## config.mk

```make
export PLATFORM = sky130hd
export DESIGN_NAME = polar_sc_decoder
export DESIGN_NICKNAME = d
export VERILOG_FILES = /design/src/rtl/polar_sc_pkg.sv /design/src/rtl/polar_sc_stage.sv /design/src/rtl/polar_sc_leaf.sv /design/src/rtl/polar_sc_sched.sv /design/src/rtl/polar_sc_decoder.sv
export SDC_FILE = /design/constraint.sdc
export NUM_CORES = 1
export LEC_CHECK = 0
export BUFFER_PORTS_ARGS = -buffer_cell sky130_fd_sc_hd__buf_2
export CORE_ASPECT_RATIO = 2
export CORE_UTILIZATION = 64
export DETAILED_ROUTE_END_ITERATION = 16
export PLACE_DENSITY = 0.83
export SYNTH_ARGS = -nofsm -noshare
export SYNTH_HDL_FRONTEND = slang
export SYNTH_SLANG_ARGS = --single-unit
```

## constraint.sdc

```tcl
create_clock -name clk -period 10.43 [get_ports clk]
set_clock_uncertainty 0.1 [all_clocks]
set_input_delay 0 -clock clk [delete_from_list [all_inputs] [get_ports clk]]
set_output_delay 0 -clock clk [all_outputs]
set_load 0.05 [all_outputs]
```

## src/rtl/polar_sc_pkg.sv

```systemverilog
package polar_sc_pkg;
  localparam int N          = 8;
  localparam int LAT_TREE   = 2 * (N - 1);
  localparam int LAT_MERGED = N - 2;
  localparam int STEP_W     = $clog2(LAT_TREE + 1);
  localparam int BPTR_W     = $clog2(N);

  typedef enum logic [2:0] {
    OP_F3, OP_G3, OP_F2, OP_G2, OP_F1, OP_G1, OP_M2F, OP_M2G
  } op_e;

  // Node visited at each step of the two schedules.
  function automatic op_e sched_op(input logic merged, input logic [STEP_W-1:0] step);
    op_e o;
    if (merged) begin
      case (step)
        0:       o = OP_F3;
        1:       o = OP_M2F;
        2:       o = OP_M2G;
        3:       o = OP_G3;
        4:       o = OP_M2F;
        default: o = OP_M2G;
      endcase
    end else begin
      case (step)
        0:       o = OP_F3;
        1:       o = OP_F2;
        2:       o = OP_F1;
        3:       o = OP_G1;
        4:       o = OP_G2;
        5:       o = OP_F1;
        6:       o = OP_G1;
        7:       o = OP_G3;
        8:       o = OP_F2;
        9:       o = OP_F1;
        10:      o = OP_G1;
        11:      o = OP_G2;
        12:      o = OP_F1;
        default: o = OP_G1;
      endcase
    end
    return o;
  endfunction
endpackage

```

## src/rtl/polar_sc_stage.sv

```systemverilog
module polar_sc_stage #(
  parameter int HALF  = 4,
  parameter int INT_W = 8
) (
  input  logic [HALF-1:0][INT_W-1:0] a_llr,
  input  logic [HALF-1:0][INT_W-1:0] b_llr,
  input  logic [HALF-1:0]            psum,
  output logic [HALF-1:0][INT_W-1:0] f_llr,
  output logic [HALF-1:0][INT_W-1:0] g_llr
);
  localparam logic signed [INT_W+1:0] LIM = (INT_W+2)'(2**(INT_W-1) - 1);
  localparam logic signed [INT_W+1:0] NLIM = -LIM;

  function automatic logic [INT_W-1:0] clip(input logic signed [INT_W+1:0] v);
    if (v > LIM)       return LIM[INT_W-1:0];
    else if (v < NLIM) return NLIM[INT_W-1:0];
    else               return v[INT_W-1:0];
  endfunction

  function automatic logic [INT_W-1:0] minsum(input logic signed [INT_W-1:0] la,
                                              input logic signed [INT_W-1:0] lb);
    logic [INT_W-1:0] ma, mb, m;
    ma = la[INT_W-1] ? -la : la;
    mb = lb[INT_W-1] ? -lb : lb;
    m  = (ma < mb) ? ma : mb;
    return (la[INT_W-1] ^ lb[INT_W-1]) ? -m : m;
  endfunction

  function automatic logic [INT_W-1:0] gupd(input logic signed [INT_W-1:0] la,
                                            input logic signed [INT_W-1:0] lb,
                                            input logic s);
    logic signed [INT_W+1:0] wa, wb;
    wa = (INT_W+2)'(la);
    wb = (INT_W+2)'(lb);
    return clip(s ? (wb - wa) : (wb + wa));
  endfunction

  for (genvar j = 0; j < HALF; j++) begin : g_lane
    assign f_llr[j] = minsum(a_llr[j], b_llr[j]);
    assign g_llr[j] = gupd(a_llr[j], b_llr[j], psum[j]);
  end
endmodule

```

## src/rtl/polar_sc_leaf.sv

```systemverilog
module polar_sc_leaf #(
  parameter int INT_W = 8
) (
  input  logic [1:0][INT_W-1:0] pair_llr,
  input  logic                  frz_odd,
  input  logic                  frz_even,
  output logic                  bit_odd,
  output logic                  bit_even
);
  logic [1:0][INT_W-1:0] f_c;
  logic [1:0][INT_W-1:0] g_c;

  // Both g candidates side by side; the odd decision selects one.
  for (genvar c = 0; c < 2; c++) begin : g_cand
    polar_sc_stage #(.HALF(1), .INT_W(INT_W)) u_pe (
      .a_llr (pair_llr[0]),
      .b_llr (pair_llr[1]),
      .psum  (1'(c)),
      .f_llr (f_c[c]),
      .g_llr (g_c[c])
    );
  end

  logic [INT_W-1:0] even_llr;
  assign bit_odd  = !frz_odd && f_c[0][INT_W-1];
  assign even_llr = bit_odd ? g_c[1] : g_c[0];
  assign bit_even = !frz_even && even_llr[INT_W-1];
endmodule

```

## src/rtl/polar_sc_sched.sv

```systemverilog
module polar_sc_sched
  import polar_sc_pkg::*;
(
  input  logic              clk,
  input  logic              rst_n,
  input  logic              start,
  input  logic              merged_mode,
  output logic              busy,
  output logic              done,
  output logic              accept,
  output logic              run_mode,
  output logic [STEP_W-1:0] step_idx,
  output op_e               op
);
  logic [STEP_W-1:0] last_step;

  assign accept    = start && !busy;
  assign last_step = run_mode ? STEP_W'(LAT_MERGED - 1) : STEP_W'(LAT_TREE - 1);
  assign op        = sched_op(run_mode, step_idx);

  always_ff @(posedge clk) begin
    if (!rst_n) begin
      busy     <= 1'b0;
      done     <= 1'b0;
      run_mode <= 1'b0;
      step_idx <= '0;
    end else begin
      done <= 1'b0;
      if (accept) begin
        busy     <= 1'b1;
        run_mode <= merged_mode;
        step_idx <= '0;
      end else if (busy) begin
        step_idx <= step_idx + 1'b1;
        if (step_idx == last_step) begin
          busy <= 1'b0;
          done <= 1'b1;
        end
      end
    end
  end
endmodule

```

## src/rtl/polar_sc_decoder.sv

```systemverilog
module polar_sc_decoder
  import polar_sc_pkg::*;
#(
  parameter int LLR_W = 6,
  parameter int INT_W = 8
) (
  input  logic               clk,
  input  logic               rst_n,
  input  logic               start,
  input  logic               merged_mode,
  input  logic [N*LLR_W-1:0] llr_in,
  input  logic [N-1:0]       frozen_mask,
  output logic               busy,
  output logic               done,
  output logic [N-1:0]       dec_bits
);
  localparam int Q = N / 4;
  localparam int H = N / 2;

  logic              accept, run_mode;
  logic [STEP_W-1:0] step_idx;
  op_e               op;

  polar_sc_sched u_sched (
    .clk, .rst_n, .start, .merged_mode,
    .busy, .done, .accept, .run_mode, .step_idx, .op
  );

  logic [N-1:0][INT_W-1:0] ch_in, ch;
  logic [H-1:0][INT_W-1:0] l2, f3v, g3v;
  logic [Q-1:0][INT_W-1:0] l1, f2v, g2v, leaf_in;
  logic [N-1:0]            u, frozen_q;
  logic [BPTR_W-1:0]       bptr, pb;
  logic [H-1:0]            s4;
  logic [Q-1:0]            t2;
  logic                    bit_odd, bit_even;

  for (genvar k = 0; k < N; k++) begin : g_ext
    assign ch_in[k] = {{(INT_W-LLR_W){llr_in[k*LLR_W+LLR_W-1]}}, llr_in[k*LLR_W +: LLR_W]};
  end

  // Partial sums: first half re-encoded for the top g, last pair for the middle g.
  assign s4 = {u[3], u[2]^u[3], u[1]^u[3], u[0]^u[1]^u[2]^u[3]};
  assign t2 = {u[bptr-BPTR_W'(1)], u[bptr-BPTR_W'(2)] ^ u[bptr-BPTR_W'(1)]};
  assign pb = {bptr[BPTR_W-1:1], 1'b0};

  polar_sc_stage #(.HALF(H), .INT_W(INT_W)) u_top (
    .a_llr(ch[H-1:0]), .b_llr(ch[N-1:H]), .psum(s4), .f_llr(f3v), .g_llr(g3v)
  );

  polar_sc_stage #(.HALF(Q), .INT_W(INT_W)) u_mid (
    .a_llr(l2[Q-1:0]), .b_llr(l2[H-1:Q]), .psum(t2), .f_llr(f2v), .g_llr(g2v)
  );

  always_comb begin
    case (op)
      OP_M2F:  leaf_in = f2v;
      OP_M2G:  leaf_in = g2v;
      default: leaf_in = l1;
    endcase
  end

  polar_sc_leaf #(.INT_W(INT_W)) u_leaf (
    .pair_llr(leaf_in), .frz_odd(frozen_q[pb]), .frz_even(frozen_q[pb+BPTR_W'(1)]),
    .bit_odd, .bit_even
  );

  always_ff @(posedge clk) begin
    if (!rst_n) begin
      ch       <= '0;
      l2       <= '0;
      l1       <= '0;
      u        <= '0;
      bptr     <= '0;
      frozen_q <= '0;
    end else if (accept) begin
      ch       <= ch_in;
      u        <= '0;
      bptr     <= '0;
      frozen_q <= frozen_mask;
    end else if (busy) begin
      case (op)
        OP_F3: l2 <= f3v;
        OP_G3: l2 <= g3v;
        OP_F2: l1 <= f2v;
        OP_G2: l1 <= g2v;
        OP_F1: begin
          u[pb] <= bit_odd;
          bptr  <= bptr + BPTR_W'(1);
        end
        OP_G1: begin
          u[pb+BPTR_W'(1)] <= bit_even;
          bptr             <= bptr + BPTR_W'(1);
        end
        default: begin
          u[pb]            <= bit_odd;
          u[pb+BPTR_W'(1)] <= bit_even;
          bptr             <= bptr + BPTR_W'(2);
        end
      endcase
    end
  end

  assign dec_bits = u;
endmodule

```

# Word level (Yosys, flattened, before mapping)
# Memories as Yosys holds them, arrays and structs flattened. A register that Yosys moved wholly into a read port is not among the register bits.
# Cells that the tools add are included.
[op_classes]
add_sub_neg = 41
n_lt_le_gt_ge = 29
eq_ne = 11
mux = 80
n_bitwise = 17
reduce_logical = 20
[ops]
columns = ["op", "n"]
rows = [
  ["2-to-1 mux 8 bit", 45],
  ["negation 8 bit", 13],
  ["greater-than comparator 10 x 8 -> 1 bit (second input constant)", 7],
  ["less-than comparator 10 x 8 -> 1 bit (second input constant)", 7],
  ["negation 6 -> 8 bit", 8],
  ["case mux 16 bit (2 select lines)", 2],
  ["case mux 32 bit (2 select lines)", 1],
  ["2-to-1 mux 10 bit", 6],
  ["less-than comparator 8 bit", 7],
  ["adder 6 x 6 -> 7 bit", 4],
  ["subtractor 6 x 6 -> 7 bit", 4],
  ["adder 8 x 8 -> 9 bit", 3],
  ["subtractor 8 x 8 -> 9 bit", 3],
  ["bitwise mux 8 bit", 3],
  ["case mux 8 bit (3 select lines)", 1],
  ["less-than comparator 3 x 4 -> 1 bit (second input constant)", 4],
  ["XOR 1 bit", 13],
  ["== test 3 bit (second input constant)", 4],
  ["2-to-1 mux 4 bit", 3],
  ["2-to-1 mux 1 bit", 10],
  ["binary-select mux 1 bit (select 3 bit)", 3],
  ["greater-than comparator 9 x 8 -> 1 bit (second input constant)", 1],
  ["less-than comparator 9 x 8 -> 1 bit (second input constant)", 1],
  ["case mux 3 bit (3 select lines)", 1],
  ["other kinds (28)", 44],
]
[totals]
reg_bits = 122
mem_bits_ro = 48
inputBits = 60
output_inout_bits = 10
wordCells = 220
n_memories = 1
[mem_list]
columns = ["memory", "depth", "width", "rd", "rd_ports_with_merged_regs", "write_ports", "line", "rtl"]
rows = [
  ["(no name shown)", 16, 3, 1, 1, 0, "polar_sc_pkg.sv:25", "case (step)"],
]

# Depth between registers and ports, before layout
[depth]
depth_word = 20
ltp_mapped = 35

# Modules after synthesis
# From an unflattened synthesis, not the netlist that was laid out.
[unflattened]
hier_cells = 2321
area_unflattened_um2 = 17947.2
[by_module_without_submodules]
columns = ["module", "n_inst", "cells_per_inst", "area_each_um2", "seq_area_each_um2"]
rows = [
  ["polar_sc_stage at u_top", 1, 806, 5627.9, 0.0],
  ["polar_sc_decoder", 1, 541, 5350.1, 2302.2],
  ["polar_sc_stage at u_leaf.g_cand[0].u_pe ...", 2, 235, 1647.8, 0.0],
  ["polar_sc_stage at u_mid", 1, 422, 2940.3, 0.0],
  ["polar_sc_sched", 1, 76, 694.4, 200.2],
  ["polar_sc_leaf", 1, 6, 38.8, 0.0],
]

# Worst setup path before layout
# OpenSTA, ideal clock, no wires.
[synth_path]
kind = "register -> register"
from = "reg bptr[1]"
to = "reg u[0], in the netlist dec_bits[0]"
setup_ps = 71
t_arrival_ps = 8198
required_ps = 10259
slack_ps = 2061
path_stages_with_launch = 35
n_path_buf = 1
synth_period_minus_slack_ps = 8369
path_cell_list = "dfxtp_1 > inv_1 > ha_1 > mux4_2 > mux2i_1 > buf_2 > xnor2_1 > mux2_2 > inv_1 > ha_1 > nor2b_1 > o211ai_1 > a31oi_1 > or4b_2 > a221o_1 > and3_1 > nor2_1 > a21boi_1 > ha_1 > mux2_4 > ha_1 > nor2b_1 > o21a_1 > o21a_1 > o21a_1 > o21a_1 > o21a_1 > o21ai_0 > nand2b_1 > or3b_1 > a2111o_1 > a211o_1 > nand3_2 > or4b_1 > a21oi_1"
[synth_via]
elab_chain_len = 20
elab_cells_between_ends = 61
classes_between = "add/sub (8); order compare (13); mux (32); bitwise (2); reduce/logical (6)"
[synth_rtl]
columns = ["element", "line", "rtl"]
rows = [
  ["start: declaration", "polar_sc_decoder.sv:33", "logic [BPTR_W-1:0] bptr, pb;"],
  ["start signal: assignment", "polar_sc_decoder.sv:89", "bptr <= bptr + BPTR_W'(1);"],
  ["start signal: assignment", "polar_sc_decoder.sv:93", "bptr <= bptr + BPTR_W'(1);"],
  ["start signal: assignment", "polar_sc_decoder.sv:98", "bptr <= bptr + BPTR_W'(2);"],
  ["subtractor 3 x 2 -> 3 bit or subtractor 3 x 1 -> 3 bit (tied branches)", "polar_sc_decoder.sv:44", "assign t2 = {u[bptr-BPTR_W'(1)], u[bptr-BPTR_W'(2)] ^ u[bptr-BPTR_W'(1)]};"],
  ["binary-select mux 1 bit (select 3 bit)", "polar_sc_decoder.sv:44", ""],
  ["2-to-1 mux 1 bit (implied by the code)", "polar_sc_decoder.sv:44", ""],
  ["XOR 1 bit", "polar_sc_decoder.sv:44", ""],
  ["2-to-1 mux 10 bit", "polar_sc_stage.sv:35", "return clip(s ? (wb - wa) : (wb + wa));"],
  ["less-than comparator 10 x 8 -> 1 bit", "polar_sc_stage.sv:16", "else if (v < NLIM) return NLIM[INT_W-1:0];"],
  ["2-to-1 mux 8 bit", "polar_sc_stage.sv:16", ""],
  ["2-to-1 mux 8 bit", "polar_sc_stage.sv:15", "if (v > LIM) return LIM[INT_W-1:0];"],
  ["(+4 left out)", "-", ""],
  ["2-to-1 mux 8 bit", "-", ""],
  ["negation 8 bit", "-", ""],
  ["2-to-1 mux 8 bit", "polar_sc_stage.sv:26", "return (la[INT_W-1] ^ lb[INT_W-1]) ? -m : m;"],
  ["logical AND 1 bit", "polar_sc_leaf.sv:25", "assign bit_odd = !frz_odd && f_c[0][INT_W-1];"],
  ["2-to-1 mux 8 bit", "polar_sc_leaf.sv:26", "assign even_llr = bit_odd ? g_c[1] : g_c[0];"],
  ["logical AND 1 bit", "polar_sc_leaf.sv:27", "assign bit_even = !frz_even && even_llr[INT_W-1];"],
  ["bitwise mux 8 bit, on equally long branches", "polar_sc_decoder.sv:97, polar_sc_decoder.sv:92", ""],
  ["case mux 8 bit (3 select lines) (*)", "polar_sc_decoder.sv:82", "case (op)"],
  ["end signal: indexed assignment", "polar_sc_decoder.sv:88", "u[pb] <= bit_odd;"],
  ["end signal: indexed assignment", "polar_sc_decoder.sv:96", "u[pb] <= bit_odd;"],
  ["end signal: indexed assignment", "polar_sc_decoder.sv:97", "u[pb+BPTR_W'(1)] <= bit_even;"],
  ["end: declaration", "polar_sc_decoder.sv:32", "logic [N-1:0] u, frozen_q;"],
]
# Mark *: on every way between the ends. The rest lies on a longest branch, timed or not. The select of a mux whose other input is x is not followed.
# A chain may end at the register's enable or synchronous reset.

# Final worst setup path
[layout_path]
from = "reg bptr[1]"
to = "reg u[1], in the netlist dec_bits[1]"
# The elaborated chain is that of the path after synthesis.

==> out/metrics.cfg <==
[grt]
grt_max_degree = 96
grt_pass1_wl_um = 69260
antenna_found_initial = 1
track_usage_pct = 39.24
gr-total-overflow = 0
grt_pass1_vias = 14320

[floorplanning]
ios = 70
dieHeight_um = 209.0
num_rows = 75
dieArea_mm2 = 0.02206
fp.dieW_um = 105.5
initial_core_util_pct = 65.25
core-area_mm2 = 0.02102

[setup_path]
path_class = flip-flop to flip-flop
critical_path.slowest_cell = or4b_2
crit_fanout = 8
critical_path_buf_inv_count = 1
cp_common_cell = o21a_1
setup.worst_path.end_class = flip-flop
start_kind = flip-flop
crit_required_ns = 10.67
critPathTopFamily = compound AO/OA/AOI/OAI gates
slowest_delay_ns = 0.65
cp.arrival_ns = 9.47

[finish]
final_cells = 2207
multiInputGateArea_mm2 = 0.01061
final_layout_size_suffix_gt1_share_pct = 9.143
seqCellArea_mm2 = 0.002502
mostFrequentLayoutCells = nand2_1, a21oi_1, nor2_1, ha_1, dfxtp_1
fill_cells = 1588
area_growth_syn_to_layout_pct = 12.79
final_common_cell = nand2_1
nets = 2142

[timing]
fmax_mhz = 108.3
rsz0062_at_grt = no
worst_pin_slew_ns = 1.263
drv_slew = 0
setup_tns_ns = 0
period_needed_ns = 9.230
maxSlewHeadroom_pct = 15.63
setup_viol = 0
min_period_over_period_pct = 88.49
hold_viol_final = 0

[logic_synthesis]
synth-async-reset-ratio_pct = 0
yosysSeqAreaShare_pct = 18.24
ys.flop_type = dfxtp_1
syn_inst = 1833
netlist_area_mm2 = 0.01372
synth_edf_count = 0
synth_cell_types = 93
synth.avg_cell_area_um2 = 7.483
ys_ff_latch = 125
ys_warn_count = 0

[status]
status = finished clean

[routing]
via_per_inst = 6.489
drtIter0Drc = 943
wl_um = 42980
drc = 0
ant_nets = 0
vias = 14320
wire_per_inst_um = 19.47
drtPass1Iterations = 5

[pwr]
fin_total_pwr_mw = 2.636
ir_drop_mv = 0.2043
leakage_nw = 6.638
power.density_mw_per_mm2 = 170.4

[flow_run]
max_cap_violations = 0

[clock_network]
clkTransAtPathRegs_ns = 0.06
cts_buffer_depth = 2
insertion_delay_ns = 0.45
cts_tree = built
htreeDepth = 4
cts_sinks = 125
cts_buffers = 17
cts_root_buf = clkbuf_16

[placement]
hpwl_um = 30450
dp_cells = 2114
gp_congestion = 1.057
numPortBuffers = 69

[worst_hold_path]
worstHoldPathType = input pin to flip-flop

[through the flow]
stage	hold WS, ns	util [%]	cell area, µm²	setup slack, ns
floorplan	0.03596	-	13750	2.061
global placement	0.1399	67.82	14260	1.407
detailed placement	0.1467	67.82	14260	1.241
CTS	0.2287	73.57	15460	1.189
global route	0.2546	73.58	15470	0.5652
finish	0.2443	73.60	15470	1.201
[area by class of cell]
type | instances | share of cell area, %
multi-input cells | 1542 | 68.59
repair buffers | 142 | 6.729
inverters | 95 | 2.305
diodes | 2 | 0.03235
clock inverters | 12 | 1.043
flip-flops and latches | 125 | 16.18
clock buffers | 20 | 2.952
well taps | 269 | 2.176
[report_power, final]
| group | total [mW] | switching [mW] | internal [mW] |
|---|---|---|---|
| Combinational | 1.44 | 0.847 | 0.588 |
| Clock | 0.636 | 0.246 | 0.390 |
| Sequential | 0.565 | 0.0587 | 0.506 |
| Total | 2.64 | 1.15 | 1.48 |
[metal layers]
| layer | up-vias | track usage, % | wire [µm] |
|---|---|---|---|
| met3 | 244 | 7.517 | 2805 |
| met2 | 693 | 72.16 | 22120 |
| li1 | 6685 | - | - |
| met4 | 0 | 29.21 | 3215 |
| met5 | - | 0 | 0 |
| met1 | 6700 | 38.18 | 14830 |
[sequential cells by signal, summed over array words and instances (netlist names), named ones only]
name	flops
frozen_q	8
dec_bits	8
u_sched.done	1
u_sched.step_idx	4
bptr	3
ch	48
l1	16
u_sched.run_mode	1
l2	32
u_sched.busy	1
[worst min-delay path, cell delays in order]
cell	delay (ns)
dlygate4sd3_1	0.53
buf_2	0.12
nand2_1	0.04
a21oi_1	0.05
[logic make-up (layout without fill, tap and decap cells)]
logic type | Yosys count | count (layout) | share of synthesized area, %
xor+xnor | 157 | 157 | 10.23
compound gates | 478 | 478 | 22.51
buf+inv | 176 | 269 | 4.908
other cells | 2 | 14 | 0.05475
mux | 68 | 68 | 5.811
fa+ha+maj | 163 | 163 | 15.23
simple gates | 664 | 664 | 23.02
flops | 125 | 125 | 18.24
[cells in the mapped netlist, types with 33 or more instances]
master | number | area share, %
ha_1 | 151 | 14
mux2i_1 | 41 | 3.0
nor3_1 | 40 | 1.5
inv_1 | 91 | 2.5
clkbuf_1 | 72 | 2.0
o21ai_0 | 68 | 2.5
xnor2_1 | 83 | 5.3
xor2_1 | 72 | 4.6
nor2b_1 | 38 | 1.7
dfxtp_1 | 125 | 18
nand3_1 | 45 | 1.6
nand2_1 | 237 | 6.5
nor2_1 | 160 | 4.4
a211oi_1 | 33 | 1.8
a21oi_1 | 174 | 6.3
nand2b_1 | 35 | 1.6
[path summary, 6_finish.rpt]
path	slack, ns	startpoint	cells past startpoint	end
max	1.20	bptr[1]	33	dec_bits[1]
min	0.24	llr_in[43]	4	ch[57]
max reg2reg	1.20	bptr[1]	33	dec_bits[1]
min reg2reg	0.36	l1[13]	2	l1[13]
[repair_timing]
action                                 4_1_cts  5_1_grt
hold buffers                                59        0
resized for setup                            0        0
setup buffers                                0        0
endpoints found under the hold margin       70        0
Note: power is estimated with default switching activity, not from simulation.
